==> src/rtl/sdram_seq_pkg.sv <==
package sdram_seq_pkg;
  // {row_n, col_n, wr_n}
  typedef enum logic [2:0] {
    CMD_MRS  = 3'b000,
    CMD_REF  = 3'b001,
    CMD_PALL = 3'b010,
    CMD_ACTV = 3'b011,
    CMD_WRIT = 3'b100,
    CMD_READ = 3'b101,
    CMD_NOP  = 3'b111
  } sdram_cmd_e;

  typedef enum logic [2:0] {
    ST_IDLE, ST_ACT, ST_WAIT, ST_COL, ST_REF, ST_MRS, ST_SELF_IN, ST_SELF
  } seq_state_e;

  localparam logic [1:0] SZ_BYTE = 2'd0;
  localparam logic [1:0] SZ_WORD = 2'd1;
endpackage

==> src/rtl/sdram_area_dec.sv <==
module sdram_area_dec #(
  parameter int ADDR_W   = 32,
  parameter int HALF_BIT = 25
) (
  input  logic [ADDR_W-1:0] addr_i,
  input  logic [2:0]        mem_type_i,
  output logic              hit_o,
  output logic              area3_o,
  output logic              upper_o,
  output logic              sd2_o,
  output logic              sd3_o
);
  localparam int AREA_LSB = HALF_BIT + 1;
  localparam int HI_W     = ADDR_W - AREA_LSB;

  logic [HI_W-1:0] hi;
  logic            is2, is3;

  assign hi      = addr_i[ADDR_W-1:AREA_LSB];
  assign is2     = (hi == HI_W'(2));
  assign is3     = (hi == HI_W'(3));
  assign sd2_o   = (mem_type_i == 3'b011);
  assign sd3_o   = (mem_type_i == 3'b011) || (mem_type_i == 3'b010);
  assign hit_o   = (is2 && sd2_o) || (is3 && sd3_o);
  assign area3_o = is3;
  assign upper_o = addr_i[HALF_BIT];
endmodule

==> src/rtl/sdram_lane_mask.sv <==
module sdram_lane_mask
  import sdram_seq_pkg::*;
(
  input  logic [1:0] size_i,
  input  logic [1:0] lo_i,
  input  logic       line_i,
  input  logic       bus16_i,
  output logic [3:0] mask_o
);
  logic [3:0] en;

  always_comb begin
    en = 4'b0000;
    if (line_i) begin
      en = 4'hF;
    end else if (bus16_i) begin
      if (size_i == SZ_BYTE) en[{1'b0, lo_i[0]}] = 1'b1;
      else                   en = 4'b0011;
    end else begin
      case (size_i)
        SZ_BYTE: en[lo_i] = 1'b1;
        SZ_WORD: en = lo_i[1] ? 4'b1100 : 4'b0011;
        default: en = 4'hF;
      endcase
    end
  end

  assign mask_o = ~en;
endmodule

==> src/rtl/sdram_cmd_fsm.sv <==
module sdram_cmd_fsm
  import sdram_seq_pkg::*;
#(
  parameter int ADDR_W     = 32,
  parameter int TRCD       = 2,
  parameter int LINE_BYTES = 16
) (
  input  logic              clk_i,
  input  logic              rst_ni,
  input  logic              req_i,
  input  logic              hit_i,
  input  logic              area3_i,
  input  logic              upper_i,
  input  logic              we_i,
  input  logic              line_i,
  input  logic              bus16_i,
  input  logic [ADDR_W-1:0] addr_i,
  input  logic [3:0]        mask_i,
  input  logic              sd2_i,
  input  logic              sd3_i,
  input  logic              ref_i,
  input  logic              mrs_i,
  input  logic              self_in_i,
  input  logic              self_out_i,
  output sdram_cmd_e        cmd_o,
  output logic [1:0]        sel_n_o,   // {area3, area2}
  output logic              use_hi_o,
  output logic              use_lo_o,
  output logic [3:0]        mask_o,
  output logic              ap_o,
  output logic [ADDR_W-1:0] addr_o,
  output logic              cke_o,
  output logic              ready_o
);
  localparam int BEATS32   = LINE_BYTES / 4;
  localparam int BEATS16   = LINE_BYTES / 2;
  localparam int CNT_W     = $clog2(BEATS16 + 1);
  localparam int WC_W      = $clog2(TRCD + 1);
  localparam int WAIT_LOAD = (TRCD > 2) ? TRCD - 2 : 0;

  seq_state_e        st;
  logic [WC_W-1:0]   wcnt;
  logic [CNT_W-1:0]  bcnt;
  logic [ADDR_W-1:0] cur_addr;
  logic              r_we, r_area3, r_upper, r_bus16;
  logic [3:0]        r_mask;
  logic [1:0]        r_sd;     // {area3, area2} SDRAM at command time
  logic              any_sd;

  assign any_sd = sd2_i || sd3_i;

  always_ff @(posedge clk_i or negedge rst_ni) begin
    if (!rst_ni) begin
      st       <= ST_IDLE;
      wcnt     <= '0;
      bcnt     <= '0;
      cur_addr <= '0;
      r_we     <= 1'b0;
      r_area3  <= 1'b0;
      r_upper  <= 1'b0;
      r_bus16  <= 1'b0;
      r_mask   <= 4'hF;
      r_sd     <= 2'b00;
    end else begin
      case (st)
        ST_IDLE: begin
          r_sd <= {sd3_i, sd2_i};
          if (self_in_i && any_sd) begin
            st <= ST_SELF_IN;
          end else if (ref_i && any_sd) begin
            st <= ST_REF;
          end else if (mrs_i && any_sd) begin
            st       <= ST_MRS;
            cur_addr <= addr_i;
          end else if (req_i && hit_i) begin
            st       <= ST_ACT;
            r_we     <= we_i;
            r_area3  <= area3_i;
            r_upper  <= upper_i;
            r_bus16  <= bus16_i;
            r_mask   <= mask_i;
            cur_addr <= line_i ? (addr_i & ~ADDR_W'(LINE_BYTES - 1)) : addr_i;
            bcnt     <= !line_i ? '0 : (bus16_i ? CNT_W'(BEATS16 - 1) : CNT_W'(BEATS32 - 1));
          end
        end
        ST_ACT: begin
          wcnt <= WC_W'(WAIT_LOAD);
          st   <= (TRCD <= 1) ? ST_COL : ST_WAIT;
        end
        ST_WAIT: begin
          if (wcnt == '0) st <= ST_COL;
          else            wcnt <= wcnt - WC_W'(1);
        end
        ST_COL: begin
          if (bcnt == '0) begin
            st <= ST_IDLE;
          end else begin
            bcnt     <= bcnt - CNT_W'(1);
            cur_addr <= cur_addr + (r_bus16 ? ADDR_W'(2) : ADDR_W'(4));
          end
        end
        ST_REF, ST_MRS: st <= ST_IDLE;
        ST_SELF_IN:     st <= ST_SELF;
        ST_SELF:        if (self_out_i) st <= ST_IDLE;
        default:        st <= ST_IDLE;
      endcase
    end
  end

  always_comb begin
    cmd_o    = CMD_NOP;
    sel_n_o  = 2'b11;
    use_hi_o = 1'b0;
    use_lo_o = 1'b0;
    mask_o   = 4'hF;
    ap_o     = 1'b0;
    cke_o    = 1'b1;
    case (st)
      ST_ACT: begin
        cmd_o    = CMD_ACTV;
        sel_n_o  = r_area3 ? 2'b01 : 2'b10;
        use_hi_o = r_upper;
        use_lo_o = !r_upper;
      end
      ST_COL: begin
        cmd_o    = r_we ? CMD_WRIT : CMD_READ;
        sel_n_o  = r_area3 ? 2'b01 : 2'b10;
        use_hi_o = r_upper;
        use_lo_o = !r_upper;
        mask_o   = r_mask;
        ap_o     = (bcnt == '0);
      end
      ST_REF, ST_MRS, ST_SELF_IN: begin
        cmd_o    = (st == ST_MRS) ? CMD_MRS : CMD_REF;
        sel_n_o  = ~r_sd;
        use_hi_o = 1'b1;
        use_lo_o = 1'b1;
        cke_o    = (st != ST_SELF_IN);
      end
      ST_SELF: cke_o = 1'b0;
      default: ;
    endcase
  end

  assign addr_o  = cur_addr;
  assign ready_o = (st == ST_IDLE);
endmodule

==> src/rtl/sdram_area_seq.sv <==
module sdram_area_seq
  import sdram_seq_pkg::*;
#(
  parameter int ADDR_W     = 32,
  parameter int HALF_BIT   = 25,
  parameter int TRCD       = 2,
  parameter int LINE_BYTES = 16
) (
  input  logic              clk_i,
  input  logic              rst_ni,
  input  logic              req_i,
  input  logic [ADDR_W-1:0] req_addr_i,
  input  logic              req_we_i,
  input  logic [1:0]        req_size_i,
  input  logic              req_line_i,
  input  logic [2:0]        mem_type_i,
  input  logic              bus16_i,
  input  logic              refresh_i,
  input  logic              self_enter_i,
  input  logic              self_exit_i,
  input  logic              mode_set_i,
  output logic              ready_o,
  output logic              area2_sel_n_o,
  output logic              area3_sel_n_o,
  output logic              row_hi_n_o,
  output logic              row_lo_n_o,
  output logic              col_hi_n_o,
  output logic              col_lo_n_o,
  output logic              wr_n_o,
  output logic              auto_pre_o,
  output logic [3:0]        byte_mask_o,
  output logic              clk_en_o,
  output logic [ADDR_W-1:0] addr_o
);
  logic       hit, area3, upper, sd2, sd3, use_hi, use_lo;
  logic [3:0] lane_mask;
  logic [1:0] sel_n;
  sdram_cmd_e cmd;
  logic [2:0] cmd_bits;

  sdram_area_dec #(.ADDR_W(ADDR_W), .HALF_BIT(HALF_BIT)) u_dec (
    .addr_i(req_addr_i), .mem_type_i(mem_type_i), .hit_o(hit),
    .area3_o(area3), .upper_o(upper), .sd2_o(sd2), .sd3_o(sd3)
  );

  sdram_lane_mask u_mask (
    .size_i(req_size_i), .lo_i(req_addr_i[1:0]), .line_i(req_line_i),
    .bus16_i(bus16_i), .mask_o(lane_mask)
  );

  sdram_cmd_fsm #(.ADDR_W(ADDR_W), .TRCD(TRCD), .LINE_BYTES(LINE_BYTES)) u_fsm (
    .clk_i(clk_i), .rst_ni(rst_ni), .req_i(req_i), .hit_i(hit),
    .area3_i(area3), .upper_i(upper), .we_i(req_we_i), .line_i(req_line_i),
    .bus16_i(bus16_i), .addr_i(req_addr_i), .mask_i(lane_mask),
    .sd2_i(sd2), .sd3_i(sd3), .ref_i(refresh_i), .mrs_i(mode_set_i),
    .self_in_i(self_enter_i), .self_out_i(self_exit_i),
    .cmd_o(cmd), .sel_n_o(sel_n), .use_hi_o(use_hi), .use_lo_o(use_lo),
    .mask_o(byte_mask_o), .ap_o(auto_pre_o), .addr_o(addr_o),
    .cke_o(clk_en_o), .ready_o(ready_o)
  );

  assign cmd_bits      = cmd;
  assign area2_sel_n_o = sel_n[0];
  assign area3_sel_n_o = sel_n[1];
  // only the pair of the addressed half may pulse
  assign row_hi_n_o    = use_hi ? cmd_bits[2] : 1'b1;
  assign col_hi_n_o    = use_hi ? cmd_bits[1] : 1'b1;
  assign row_lo_n_o    = use_lo ? cmd_bits[2] : 1'b1;
  assign col_lo_n_o    = use_lo ? cmd_bits[1] : 1'b1;
  assign wr_n_o        = cmd_bits[0];
endmodule

==> config.mk <==
export PLATFORM = sky130hd
export DESIGN_NAME = sdram_area_seq
export DESIGN_NICKNAME = d
export VERILOG_FILES = /design/src/rtl/sdram_seq_pkg.sv /design/src/rtl/sdram_area_dec.sv /design/src/rtl/sdram_lane_mask.sv /design/src/rtl/sdram_cmd_fsm.sv /design/src/rtl/sdram_area_seq.sv
export SDC_FILE = /design/constraint.sdc
export NUM_CORES = 1
export LEC_CHECK = 0
export ABC_AREA = 1
export BUFFER_PORTS_ARGS = -buffer_cell sky130_fd_sc_hd__buf_2
export CELL_PAD_IN_SITES_DETAIL_PLACEMENT = 1
export CELL_PAD_IN_SITES_GLOBAL_PLACEMENT = 1
export CORE_ASPECT_RATIO = 1.25
export CORE_UTILIZATION = 33
export CTS_CLUSTER_DIAMETER = 150
export DETAILED_ROUTE_END_ITERATION = 8
export PLACE_DENSITY = 0.86
export SLEW_MARGIN = 20
export SYNTH_ARGS = -nofsm -noshare
export SYNTH_HDL_FRONTEND = slang
export SYNTH_SLANG_ARGS = --single-unit
==> constraint.sdc <==
create_clock -name clk_i -period 1.88 [get_ports clk_i]
set_clock_uncertainty 0.05 [all_clocks]
set_input_delay 0.188 -clock clk_i [delete_from_list [all_inputs] [get_ports clk_i]]
set_output_delay 0.188 -clock clk_i [all_outputs]
set_load 0.01 [all_outputs]
==> impl_metrics.json <==
{
  "status": "complete, but fails checks",
  "violations": "design-rule violations, negative setup slack",
  "grt_pass1_wl_um": 23190,
  "cts_tree": "done",
  "ys_ff_latch": 51,
  "finalCritPeriodShare": 1.075,
  "drt_iter0_drc": 159,
  "dpl_cell_area_sq_um": 4576,
  "ys.flop_type": "dfrtp_1",
  "clk_latency_ns": 0.30,
  "ys_seq_area_frac": 0.3357,
  "yosysMostFrequentCell": "nand2_1",
  "dr.pass1.iters": 6,
  "ys_types": 35,
  "syn_to_final_growth_pct": 33.64,
  "use_met1": 0.2631,
  "synth_mux_area_frac": 0,
  "num_rows": 43,
  "yosys_warnings": 0,
  "synth-adder-area-share": 0.01836,
  "p_leak_nw": 2.649,
  "pwr-share-clk": 0.127,
  "fp.dieH_um": 122.2,
  "dpl.hpwl_um": 10690,
  "holdWs_ns": 0.03374,
  "synth_top_family_by_area": "simple AND/OR/NAND/NOR gates",
  "cp_max_fo": 4,
  "fin_area_sq_um": 5100,
  "slew_headroom": 0.6522,
  "synth_nets": 681,
  "grt_pass1_vias": 4768,
  "place_ws_ns": -0.2129,
  "pwr-share-seq": 0.282,
  "ir_drop_v": 0.0007492,
  "cp-start-kind": "flip-flop",
  "busiest_layer": "met2",
  "maxCapViolations": 0,
  "p_per_area_nw_per_um2": 1579,
  "start_util": 0.3410,
  "worst_pin_slew_ns": 0.5218,
  "antennaDiodeCount": 0,
  "postSynth.asyncResetShare": 1.000,
  "drc_errors": 5,
  "grt_usage": 0.2450,
  "hp-class": "input port to flip-flop",
  "drive_gt1_frac": 0.2684,
  "rsz0062_at_grt": "true",
  "final_util": 0.4557,
  "cts_root_buffer": "clkbuf_16",
  "synth_compound_gate_area_share": 0.07836,
  "routed_wl_um": 15720,
  "worstSetupPathType": "flip-flop to flip-flop",
  "place.gp.congestion": 0.8950,
  "pin_count": 93,
  "dieArea_sq_um": 12000,
  "switching_share": 0.5090,
  "synth_area_per_cell_sq_um": 6.067,
  "fill_cells": 1517,
  "synthCells": 629,
  "grt_max_degree": 35,
  "p_int_mw": 3.954,
  "htreeDepth": 2,
  "clock-sinks": 51,
  "endpoint_kind": "flip-flop",
  "synthSimpleGateAreaFrac": 0.4685,
  "routedWlPerCell_um": 17.78,
  "switchingPower_mw": 4.098,
  "fin_ws_ns": -0.1408,
  "combPwrFrac": 0.591,
  "synth_area_sq_um": 3816,
  "ys_top_cells_by_area": "dfrtp_1 31%, nand2_1 30%, nor2_1 6.9%",
  "synth_top_area_cell": "dfrtp_1",
  "max_freq_ghz": 0.4949,
  "arrival_ns": 2.17,
  "port_buffers": 92,
  "critPathRequiredTime_ns": 2.03,
  "hold_viol": 0,
  "synth-edff-count": 0,
  "clkTransAtPathRegs_ns": 0.08,
  "synthTopCellsByCount": "308 x nand2_1, 70 x nor2_1, 59 x inv_1, 47 x dfrtp_1",
  "nets": 800,
  "dieWidth_um": 98.19,
  "period_minus_slack_ns": 2.021,
  "viasPerCell": 5.173,
  "numCtsBuffers": 5,
  "synth_top_area_frac": 0.3082,
  "synthXorXnorAreaFrac": 0.01148,
  "postRouteAntennaNets": 0,
  "core_sq_um": 11190,
  "slew_viol_final": 0,
  "cts_buffer_depth": 2,
  "grt_util_met3": 0.02847,
  "grt_use_met2": 0.4881,
  "antenna_found_initial": 0,
  "num_vias": 4573,
  "setup_viol": 17,
  "grt_overflow": 0
}
## state kept, by name, indices dropped and copies added (netlist names)
signal         count
u_fsm.addr_o      32
u_fsm.bcnt         4
u_fsm.r_area3      1
u_fsm.r_bus16      1
u_fsm.r_mask       4
u_fsm.r_sd         2
u_fsm.r_upper      1
u_fsm.r_we         1
u_fsm.st           3
u_fsm.wcnt         2
## cell type report
type,instances,area [sq um],area share
Multi-Input combinational cell,500,2409,0.4723
Clock buffer,8,156.4,0.03067
Sequential cell,51,1290,0.2529
Tap cell,135,168.9,0.03312
Timing Repair inverter,2,17.52,0.003435
Inverter,63,251.5,0.04931
Timing Repair Buffer,125,807.0,0.1582
## kinds of logic (layout without fill, tap and decap cells)
| kind of cell | count (synthesis) | count (layout) |
|---|---|---|
| fa+ha+maj | 5 | 5 |
| xor+xnor | 5 | 5 |
| simple gates | 437 | 437 |
| compound gates | 53 | 53 |
| flops | 51 | 51 |
| buf+inv | 78 | 198 |
## layout by cell type, fill, tap and decap left out, drive strengths merged, types with 4 or more instances in the layout
cell / instances
nand3: 33
or2: 6
buf: 122
dfstp: 4
dfrtp: 47
ha: 4
nand3b: 10
nor2: 72
a21oi: 10
clkbuf: 10
inv: 64
o21ai: 33
nand2: 311
xor2: 5
## power groups by stage
| stage | sequential (mW) | combinational, mW | clock (mW) |
|---|---|---|---|
| 2_1_floorplan | 2.15 | 2.47 | 0 |
| 3_3_place_gp | 2.16 | 3.64 | 0 |
| 5_1_grt | 2.32 | 5.20 | 1.07 |
| 6_report | 2.27 | 4.76 | 1.02 |
| 3_5_place_dp | 2.20 | 3.87 | 0 |
| 4_1_cts | 2.19 | 3.96 | 1.03 |
## final timing paths
check	startpoint	endpoint	slack, ns	cells after the start
min in group asynchronous	rst_ni	u_fsm.addr_o[9]	0.34	2
min	self_exit_i	u_fsm.st[2]	0.03	2
max	u_fsm.r_bus16	u_fsm.addr_o[27]	-0.14	13
max in group asynchronous	rst_ni	u_fsm.r_mask[2]	0.78	3
max reg2reg	u_fsm.r_bus16	u_fsm.addr_o[27]	-0.14	13
min reg2reg	u_fsm.r_sd[1]	u_fsm.r_sd[1]	0.45	2
## repair_timing
action	in CTS	in global routing
endpoints found under the setup margin	34	46
cloned	0	5
gates resized for setup	18	56
buffers inserted	2	3
endpoints found under the hold margin	17	0
hold buffers	1	0
pin swaps	7	14
## stage by stage
stage / setup TNS, ns / power, mW / instances
final: -1.255 / 8.051 / 884
after global placement: -0.04821 / 5.804 / 866
after CTS: -0.8942 / 7.173 / 877
after detailed placement: -1.503 / 6.067 / 866
after global routing: -3.574 / 8.595 / 884
after floorplan: -0.006375 / 4.615 / 629
## metal layers
layer  share of wire  routed length, um
met5               0                  0
met4           0.042                663
met3           0.041                651
met2            0.54               8494
met1            0.38               5909
## critical path, cell delays in order, from the launching register on
cell and delay (ns):
dfrtp_1 0.39, buf_4 0.15, buf_4 0.13, fa_2 0.39, nor2_4 0.18, nand2_4 0.10
nor2_4 0.12, nand2_1 0.07, nand2_1 0.07, nand2_1 0.06, nand2_1 0.06, nand2_1 0.05
nand2_1 0.06, nand2_1 0.05
No activity file was read; power rests on OpenSTA's default activity.
